[config.mk]
export PLATFORM = sky130hd
export DESIGN_NAME = seq_neuron
export DESIGN_NICKNAME = d
export VERILOG_FILES = /design/src/rtl/neuron_pkg.sv /design/src/rtl/neuron_hist.sv /design/src/rtl/neuron_fire_reg.sv /design/src/rtl/seq_neuron.sv
export SDC_FILE = /design/constraint.sdc
export NUM_CORES = 1
export LEC_CHECK = 0
export BUFFER_PORTS_ARGS = -buffer_cell sky130_fd_sc_hd__buf_2
export CAP_MARGIN = 20
export CORE_AREA = 2 2 39 41
export DETAILED_ROUTE_END_ITERATION = 7
export DIE_AREA = 0 0 41 43
export GPL_TIMING_DRIVEN = 0
export HOLD_SLACK_MARGIN = 0.15
export PLACE_DENSITY = 0.34
export SYNTH_ARGS = -nofsm -noshare
export SYNTH_HDL_FRONTEND = slang
export SYNTH_SLANG_ARGS = --single-unit
[constraint.sdc]
create_clock -name clk -period 1.76 [get_ports clk]
set_clock_uncertainty 0.1 [all_clocks]
set_input_delay 0.088 -clock clk [delete_from_list [all_inputs] [get_ports clk]]
set_output_delay 0.088 -clock clk [all_outputs]
set_load 0.05 [all_outputs]
[src/rtl/neuron_pkg.sv]
package neuron_pkg;
    localparam int HIST_W = 2;

    typedef enum logic [HIST_W-1:0] {
        HIST_IDLE     = 2'd0,
        HIST_ONE      = 2'd1,
        HIST_ONE_ZERO = 2'd2
    } hist_t;
endpackage

[src/rtl/neuron_hist.sv]
module neuron_hist
    import neuron_pkg::*;
(
    input  logic  clk,
    input  logic  rst,
    input  logic  bit_in,
    input  logic  clear_req,
    output hist_t state,
    output logic  complete
);
    hist_t state_nxt;

    assign complete = (state == HIST_ONE_ZERO) && bit_in;

    always_comb begin
        state_nxt = state;
        if (clear_req) begin
            state_nxt = HIST_IDLE;
        end else begin
            unique case (state)
                HIST_IDLE:     state_nxt = bit_in ? HIST_ONE : HIST_IDLE;
                HIST_ONE:      state_nxt = bit_in ? HIST_ONE : HIST_ONE_ZERO;
                HIST_ONE_ZERO: state_nxt = bit_in ? HIST_ONE : HIST_IDLE;
                default:       state_nxt = HIST_IDLE;
            endcase
        end
    end

    always_ff @(negedge clk) begin
        if (rst) state <= HIST_IDLE;
        else     state <= state_nxt;
    end


    clear_to_idle_chk: assert property (@(negedge clk) disable iff (rst)
        clear_req |=> state == HIST_IDLE);


    one_hold_chk: assert property (@(negedge clk) disable iff (rst)
        (state == HIST_ONE && bit_in && !clear_req) |=> state == HIST_ONE);


    one_zero_drop_chk: assert property (@(negedge clk) disable iff (rst)
        (state == HIST_ONE_ZERO && !bit_in) |=> state == HIST_IDLE);
endmodule

[src/rtl/neuron_fire_reg.sv]
module neuron_fire_reg (
    input  logic clk,
    input  logic rst,
    input  logic fire_req,
    input  logic load_en,
    output logic spike
);
    logic spike_nxt;

    always_comb begin
        spike_nxt = fire_req && load_en;
    end

    always_ff @(negedge clk) begin
        if (rst) spike <= 1'b0;
        else     spike <= spike_nxt;
    end


    load_block_chk: assert property (@(negedge clk) disable iff (rst)
        !load_en |=> !spike);


    fire_capture_chk: assert property (@(negedge clk) disable iff (rst)
        (fire_req && load_en) |=> spike);
endmodule

[src/rtl/seq_neuron.sv]
module seq_neuron
    import neuron_pkg::*;
(
    input  logic clk,
    input  logic rst,
    input  logic data_bit,
    input  logic inhibit,
    input  logic load_en,
    output logic spike
);
    hist_t hist_state;
    logic  complete;
    logic  fire_req;

    assign fire_req = complete && !inhibit;

    neuron_hist u_hist (
        .clk      (clk),
        .rst      (rst),
        .bit_in   (data_bit),
        .clear_req(fire_req),
        .state    (hist_state),
        .complete (complete)
    );

    neuron_fire_reg u_fire (
        .clk     (clk),
        .rst     (rst),
        .fire_req(fire_req),
        .load_en (load_en),
        .spike   (spike)
    );


    reset_clear_chk: assert property (@(negedge clk)
        rst |=> (!spike && hist_state == HIST_IDLE));


    inhibit_block_chk: assert property (@(negedge clk) disable iff (rst)
        inhibit |=> !spike);


    inhibit_keep_chk: assert property (@(negedge clk) disable iff (rst)
        (complete && inhibit) |=> hist_state == HIST_ONE);


    one_period_chk: assert property (@(negedge clk) disable iff (rst)
        spike |=> !spike);
endmodule

* After elaboration in Yosys (flattened, before gate mapping) *
Cells that the tools add are included.

storage, ports and cells
  register bits = 3
  latch bits = 0
  bits in writable memories = 0
  bits in read-only memories = 0
  input port bits = 5
  output and inout bits = 1
  logic and storage cells = 14
  memories kept = 0

operators by class
  add/sub/neg operators = 0
  $mul = 0
  div/mod/pow operators = 0
  $lt $le $gt $ge = 0
  eq/ne operators = 2
  shift operators = 0
  multiplexer cells = 3
  bitwise gates (word level) = 0
  reduce and logical (&&, ||, !) cells = 7

operator list
  operator                                                                number
  2-bit one-hot mux with 2 select lines                                   1
  2-bit OR reduction                                                      2
  1-bit logical AND                                                       3
  2-bit by 1-bit equality test with 1-bit output (second input constant)  1
  2-bit equality test (second input constant)                             1
  2-bit logical NOT                                                       1
  2-bit two-way mux                                                       1
  1-bit logical NOT                                                       1
  1-bit two-way mux                                                       1

* Logic depth before layout (Yosys ltp) *
Gate-level depths: netlist of the first run.

  word-level depth = 4
  gate-level depth with buffers = 2
  mapped depth without buffers = 2

* Hierarchy *
A second synthesis of the first run with hierarchy kept.

unflattened totals
  cells, all modules = 12
  area total of the unflattened synthesis = 128.9 µm²

modules (own cells, without submodules)
  module           times used  cells each  area an instance (µm²)  sequential area each (µm²)
  neuron_hist      1           8           82.6                    40.0
  neuron_fire_reg  1           3           32.5                    20.0
  seq_neuron       1           1           13.8                    0.0

==> impl_metrics.json, run 1 <==
{
  "status": "finished with violations",
  "violations": "negative setup slack",
  "syn_nets": 15,
  "final_nets": 27,
  "coreArea_um2": 1380,
  "reg2regPathDepth": 1,
  "sw_frac_of_total": 0.255,
  "power_frac_comb": 0.048,
  "intPower_uw": 166,
  "tritoncts": "built",
  "die_h_um": 43,
  "synth_area_um2": 111,
  "grt_overflow_total": 0,
  "powerDensity_nw_per_um2": 1110,
  "clockBufferDepth": 2,
  "timing.hold.ws_ns": 0.365,
  "drt-pass1-iter-count": 3,
  "crit_path_start": "u_fire.spike",
  "cts_max_level": 1,
  "seq_area_frac_synth": 0.539,
  "cp.required_ns": 1.57,
  "crit_chain": "buf_8",
  "critical_path_depth": 1,
  "numClockSinks": 3,
  "cp_data_arrival_time_ns": 1.62,
  "vdd_drop_max_v": 0.000339,
  "io_buffer_count": 5,
  "drv_slew": 0,
  "whs_path_depth": 1,
  "diodes": 0,
  "initial_core_util": 0.0805,
  "synth_area_leader_cell": "dfxtp_1",
  "final.setup.worst_slack_ns": -0.0486,
  "io_pins": 6,
  "yosys_register_bits": 3,
  "clockRootBuffer": "clkbuf_4",
  "relSlewSlack": 0.879,
  "drive_gt1_frac": 0.476,
  "gp_congestion": 0.528,
  "tns_ns": -0.0486,
  "setup_violations": 1,
  "post-route-util": 0.146,
  "worst-path-buf-inv": 1,
  "viasPerCell": 2.97,
  "syn_area_per_cell_um2": 11.1,
  "power_frac_clock": 0.629,
  "tightest_slew_ns": 0.181,
  "hold_path_class": "reg -> reg",
  "finalHoldViolCount": 0,
  "dp_cells": 31,
  "p_leak_nw": 0.0950,
  "drv_cap": 0,
  "crit_fanout": 1,
  "areaGrowthSynthToFinish_pct": 80.9,
  "grt_pass1_wl_um": 414,
  "p_seq_frac": 0.323,
  "criticalPathCategory": "reg -> out",
  "grt_usage": 0.0451,
  "cpPeakStageDelay_ns": 0.32,
  "critical-path-slowest-cell": "dfxtp_2",
  "first_global_vias": 138,
  "cts_buffers": 3,
  "synth_top_area_share": 0.539,
  "antenna_found_initial": 0,
  "yosys_warnings": 0,
  "detail_route.wl_per_cell_um": 6.43,
  "clk_pin_slew_ns": 0.03,
  "fp.dieW_um": 41,
  "row_count": 14,
  "holdBufCountCts": 0,
  "min_from": "u_hist.state[1]",
  "ant_nets": 0,
  "finalPower_uw": 223,
  "vias": 110,
  "synthTopCellsByArea": "dfxtp_1 (54%), nor4b_2 (13%), nand2b_1 (11%), nand4bb_1 (10%), a21oi_1 (4.5%)",
  "end_kind": "output pin",
  "drt_iter0_markers": 3,
  "drcViolationCount": 0,
  "layoutNonFillerInstCount": 37,
  "die_area_um2": 1760,
  "r2r-start": "u_hist.state[1]",
  "clkLatencyLatePin_ns": 0.29,
  "grt_max_degree": 4,
  "syn_inst": 10,
  "dp.final_hpwl_um": 174,
  "drt-total-wl_um": 238,
  "critPathLaunchType": "flip-flop",
  "power.switching_uw": 56.8,
  "path_delay_family": "flip-flops",
  "synth_cell_types": 7,
  "rsz0062_at_grt": "true"
}
## cell families after synthesis
logic type,share of synthesized area
flops,0.539
buf+inv,0.0337
simple gates,0.382
compound gates,0.0449
## metal layers
metal,share of wire,routed length [um],track usage,up-vias
li1,-,-,-,57
met1,0.39,94,0.0256,44
met2,0.34,81,0.0375,9
met3,0.26,63,0.0890,0
met4,0,0,0.0533,0
met5,0,0,0,-
## cell usage after synthesis, drive strengths merged
cell	instances
a21oi	1
dfxtp	3
inv	1
nand2b	2
nand4bb	1
nor2	1
nor4b	1
## per-stage QoR
stage               setup slack (ns)  area, um2
CTS                          -0.0641        198
finish                       -0.0486        201
detailed placement             0.156        156
floorplan                      0.105        111
global route                 -0.0932        201
global placement               0.161        156
## path summary, 6_finish.rpt
| kind | slack [ns] | end |
|---|---|---|
| max | -0.05 | spike |
| min | 0.36 | u_hist.state[1] |
| max reg2reg | 1.02 | u_hist.state[1] |
| min reg2reg | 0.36 | u_hist.state[1] |
## area by class of cell
| type | instances | area, um2 |
|---|---|---|
| fill | 152 | 1180 |
| multi-input combinational | 6 | 47.5 |
| clock buffer | 3 | 22.5 |
| clock inverter | 4 | 15.0 |
| timing repair buffer | 5 | 35.0 |
| sequential | 3 | 61.3 |
| tap | 16 | 20.0 |
## state kept, by name, summed over array words and instances, names as in the netlist
register and cells:
u_fire.spike 1, u_hist.state 2
## placed cells by master, fill, tap and decap left out
cell / netlist / final
nor2_1: 1 / 1
dfxtp_2: 0 / 1
nor4b_2: 1 / 1
inv_1: 1 / 4
clkbuf_4: 0 / 3
dfxtp_1: 3 / 2
nand4bb_1: 1 / 1
a21oi_1: 1 / 1
buf_2: 0 / 4
buf_8: 0 / 1
nand2b_1: 2 / 2
## power by group through the flow
| stage | clock network, mW | registers [mW] | logic (mW) |
|---|---|---|---|
| finish | 0.140 | 0.0720 | 0.0107 |
| global route | 0.164 | 0.0718 | 0.0117 |
| CTS | 0.149 | 0.0719 | 0.0107 |
| detailed placement | 0.0142 | 0.0726 | 0.0106 |
| global placement | 0.0142 | 0.0725 | 0.0100 |
| floorplan | 0.0142 | 0.0725 | 0.00440 |
## repair_timing
action / CTS / global route
gates resized for setup: 3 / 1
endpoints found under the setup margin: 1 / 1
setup buffers: 0 / 0
(Power assumes the default switching activity.)
==> inputs of run 2 (changes only) <==
CTS_BUF_LIST = sky130_fd_sc_hd__clkbuf_8 sky130_fd_sc_hd__clkbuf_16   (was unset)
RECOVER_POWER = 50   (was unset)
==> run 2 against run 1 <==
The run still ends with negative setup slack left. Non-clock buffer count unchanged. Clock-buffer cell count unchanged. Sequential cell count unchanged. Total power increased by 34%. Combinational power decreased by 6%. Critical endpoint unchanged. Largest cell class unchanged. Largest power group unchanged.
==> impl_metrics.json, run 2 (same netlist as run 1, synthesis figures left out) <==
{
  "reg2reg_slack_ns": 0.98,
  "cts_setup_buffers": 0,
  "io_buffer_count": 5,
  "antenna_found_initial": 0,
  "finalHoldViolCount": 0,
  "die_area_um2": 1760,
  "initial_core_util": 0.0805,
  "grt_pass1_wl_um": 441,
  "drv_slew": 0,
  "drcViolationCount": 0,
  "die_h_um": 43,
  "powerDensity_nw_per_um2": 1400,
  "cpPeakStageDelay_ns": 0.32,
  "critical_path_depth": 1,
  "setup_violations": 1,
  "whs_path_depth": 1,
  "detail_route.wl_per_cell_um": 6.84,
  "crit_fanout": 1,
  "end_kind": "output pin",
  "first_global_vias": 145,
  "grt_usage": 0.0441,
  "critical-path-slowest-cell": "dfxtp_2",
  "clk_pin_slew_ns": 0.03,
  "relSlewSlack": 0.849,
  "dp_cells": 31,
  "r2r-start": "u_hist.state[1]",
  "postPlaceCellArea_um2": 156,
  "layoutNonFillerInstCount": 37,
  "tritoncts": "built",
  "final_area_um2": 214,
  "criticalPathCategory": "reg -> out",
  "largest_reg_flops": 2,
  "crit_chain": "buf_8",
  "drv_cap": 0,
  "reg2regPathDepth": 1,
  "preCtsSetupSlack_ns": 0.156,
  "cts_max_level": 1,
  "gp_congestion": 0.528,
  "cp.required_ns": 1.57,
  "drive_gt1_frac": 0.429,
  "top_regs": "u_hist.state (2), u_fire.spike (1)",
  "post-route-util": 0.155,
  "largest-register": "u_hist.state",
  "vdd_drop_max_v": 0.000618,
  "n_fill_cell": 153,
  "viasPerCell": 3.00,
  "drt-pass1-iter-count": 1,
  "grt_overflow_total": 0,
  "clkLatencyLatePin_ns": 0.28,
  "worst-path-buf-inv": 1,
  "tightest_slew_ns": 0.223,
  "clockBufferDepth": 2,
  "row_count": 14,
  "drt_iter0_markers": 0,
  "min_from": "u_hist.state[1]",
  "cts_buffers": 3,
  "cp_data_arrival_time_ns": 1.61,
  "status": "finished with violations",
  "clockRootBuffer": "clkbuf_8",
  "holdBufCountCts": 0,
  "diodes": 0,
  "p_leak_nw": 0.102,
  "drt-total-wl_um": 253,
  "most-common-layout-cells": "inv_1 (4), buf_2 (4), clkbuf_8 (3)",
  "areaGrowthSynthToFinish_pct": 92.1,
  "r2r-end": "u_hist.state[1]",
  "fp.dieW_um": 41,
  "hold_path_class": "reg -> reg",
  "dp.final_hpwl_um": 174,
  "ant_nets": 0,
  "coreArea_um2": 1380,
  "hold_end": "u_hist.state[1]",
  "io_pins": 6,
  "path_delay_family": "flip-flops",
  "rsz0062_at_grt": "true",
  "critPathLaunchType": "flip-flop",
  "vias": 111,
  "final_nets": 27,
  "violations": "negative setup slack",
  "final.setup.worst_slack_ns": -0.0387,
  "grt_max_degree": 4,
  "numClockSinks": 3
}
run 2: cell counts in the layout (fill, tap and decap cells not counted):
No cell type changed its count.
run 2: what timing repair did:
| item | CTS | global route |
|---|---|---|
| gates resized for setup | 3 | 1 |
| endpoints found under the setup margin | 1 | 1 |
| hold endpoints to repair | 0 | 0 |
| pin swaps | 0 | 0 |
run 2: how the worst max path moves through the flow:
stage,slack (ns),from,endpoint
final,-0.04,u_fire.spike,spike
after global routing,-0.07,u_fire.spike,spike
after CTS,-0.05,u_fire.spike,spike
after detailed placement,0.16,u_fire.spike,spike
after global placement,0.16,u_fire.spike,spike
after floorplan,0.10,u_fire.spike,spike
run 2: stage by stage:
stage	hold slack [ns]	setup TNS, ns	total power, mW
floorplan	0.336	0	0.0911
global route	0.379	-0.0747	0.323
finish	0.369	-0.0387	0.299
CTS	0.374	-0.0488	0.308
global placement	0.347	0	0.0968
detailed placement	0.360	0	0.0974
run 2: layer usage:
metal  track usage  wire length, um
met5             0                0
met4        0.0133                0
met3        0.0890               47
met2        0.0531               89
met1        0.0256              116
run 2: layout make-up:
| cell class | instances | area (um2) | area share |
|---|---|---|---|
| multi-input cells | 6 | 41.3 | 0.193 |
| flip-flops and latches | 3 | 61.3 | 0.287 |
| clock buffers | 3 | 41.3 | 0.193 |
| well taps | 16 | 20.0 | 0.0936 |
| repair buffers | 5 | 35.0 | 0.164 |
| clock inverters | 4 | 15.0 | 0.0702 |
run 2: where the power goes:
group          switching (mW)  internal, mW  leakage, nW
sequential            0.00133        0.0707       0.0250
clock                  0.0589         0.158       0.0429
combinational         0.00382       0.00623       0.0338
total                  0.0641         0.235        0.102
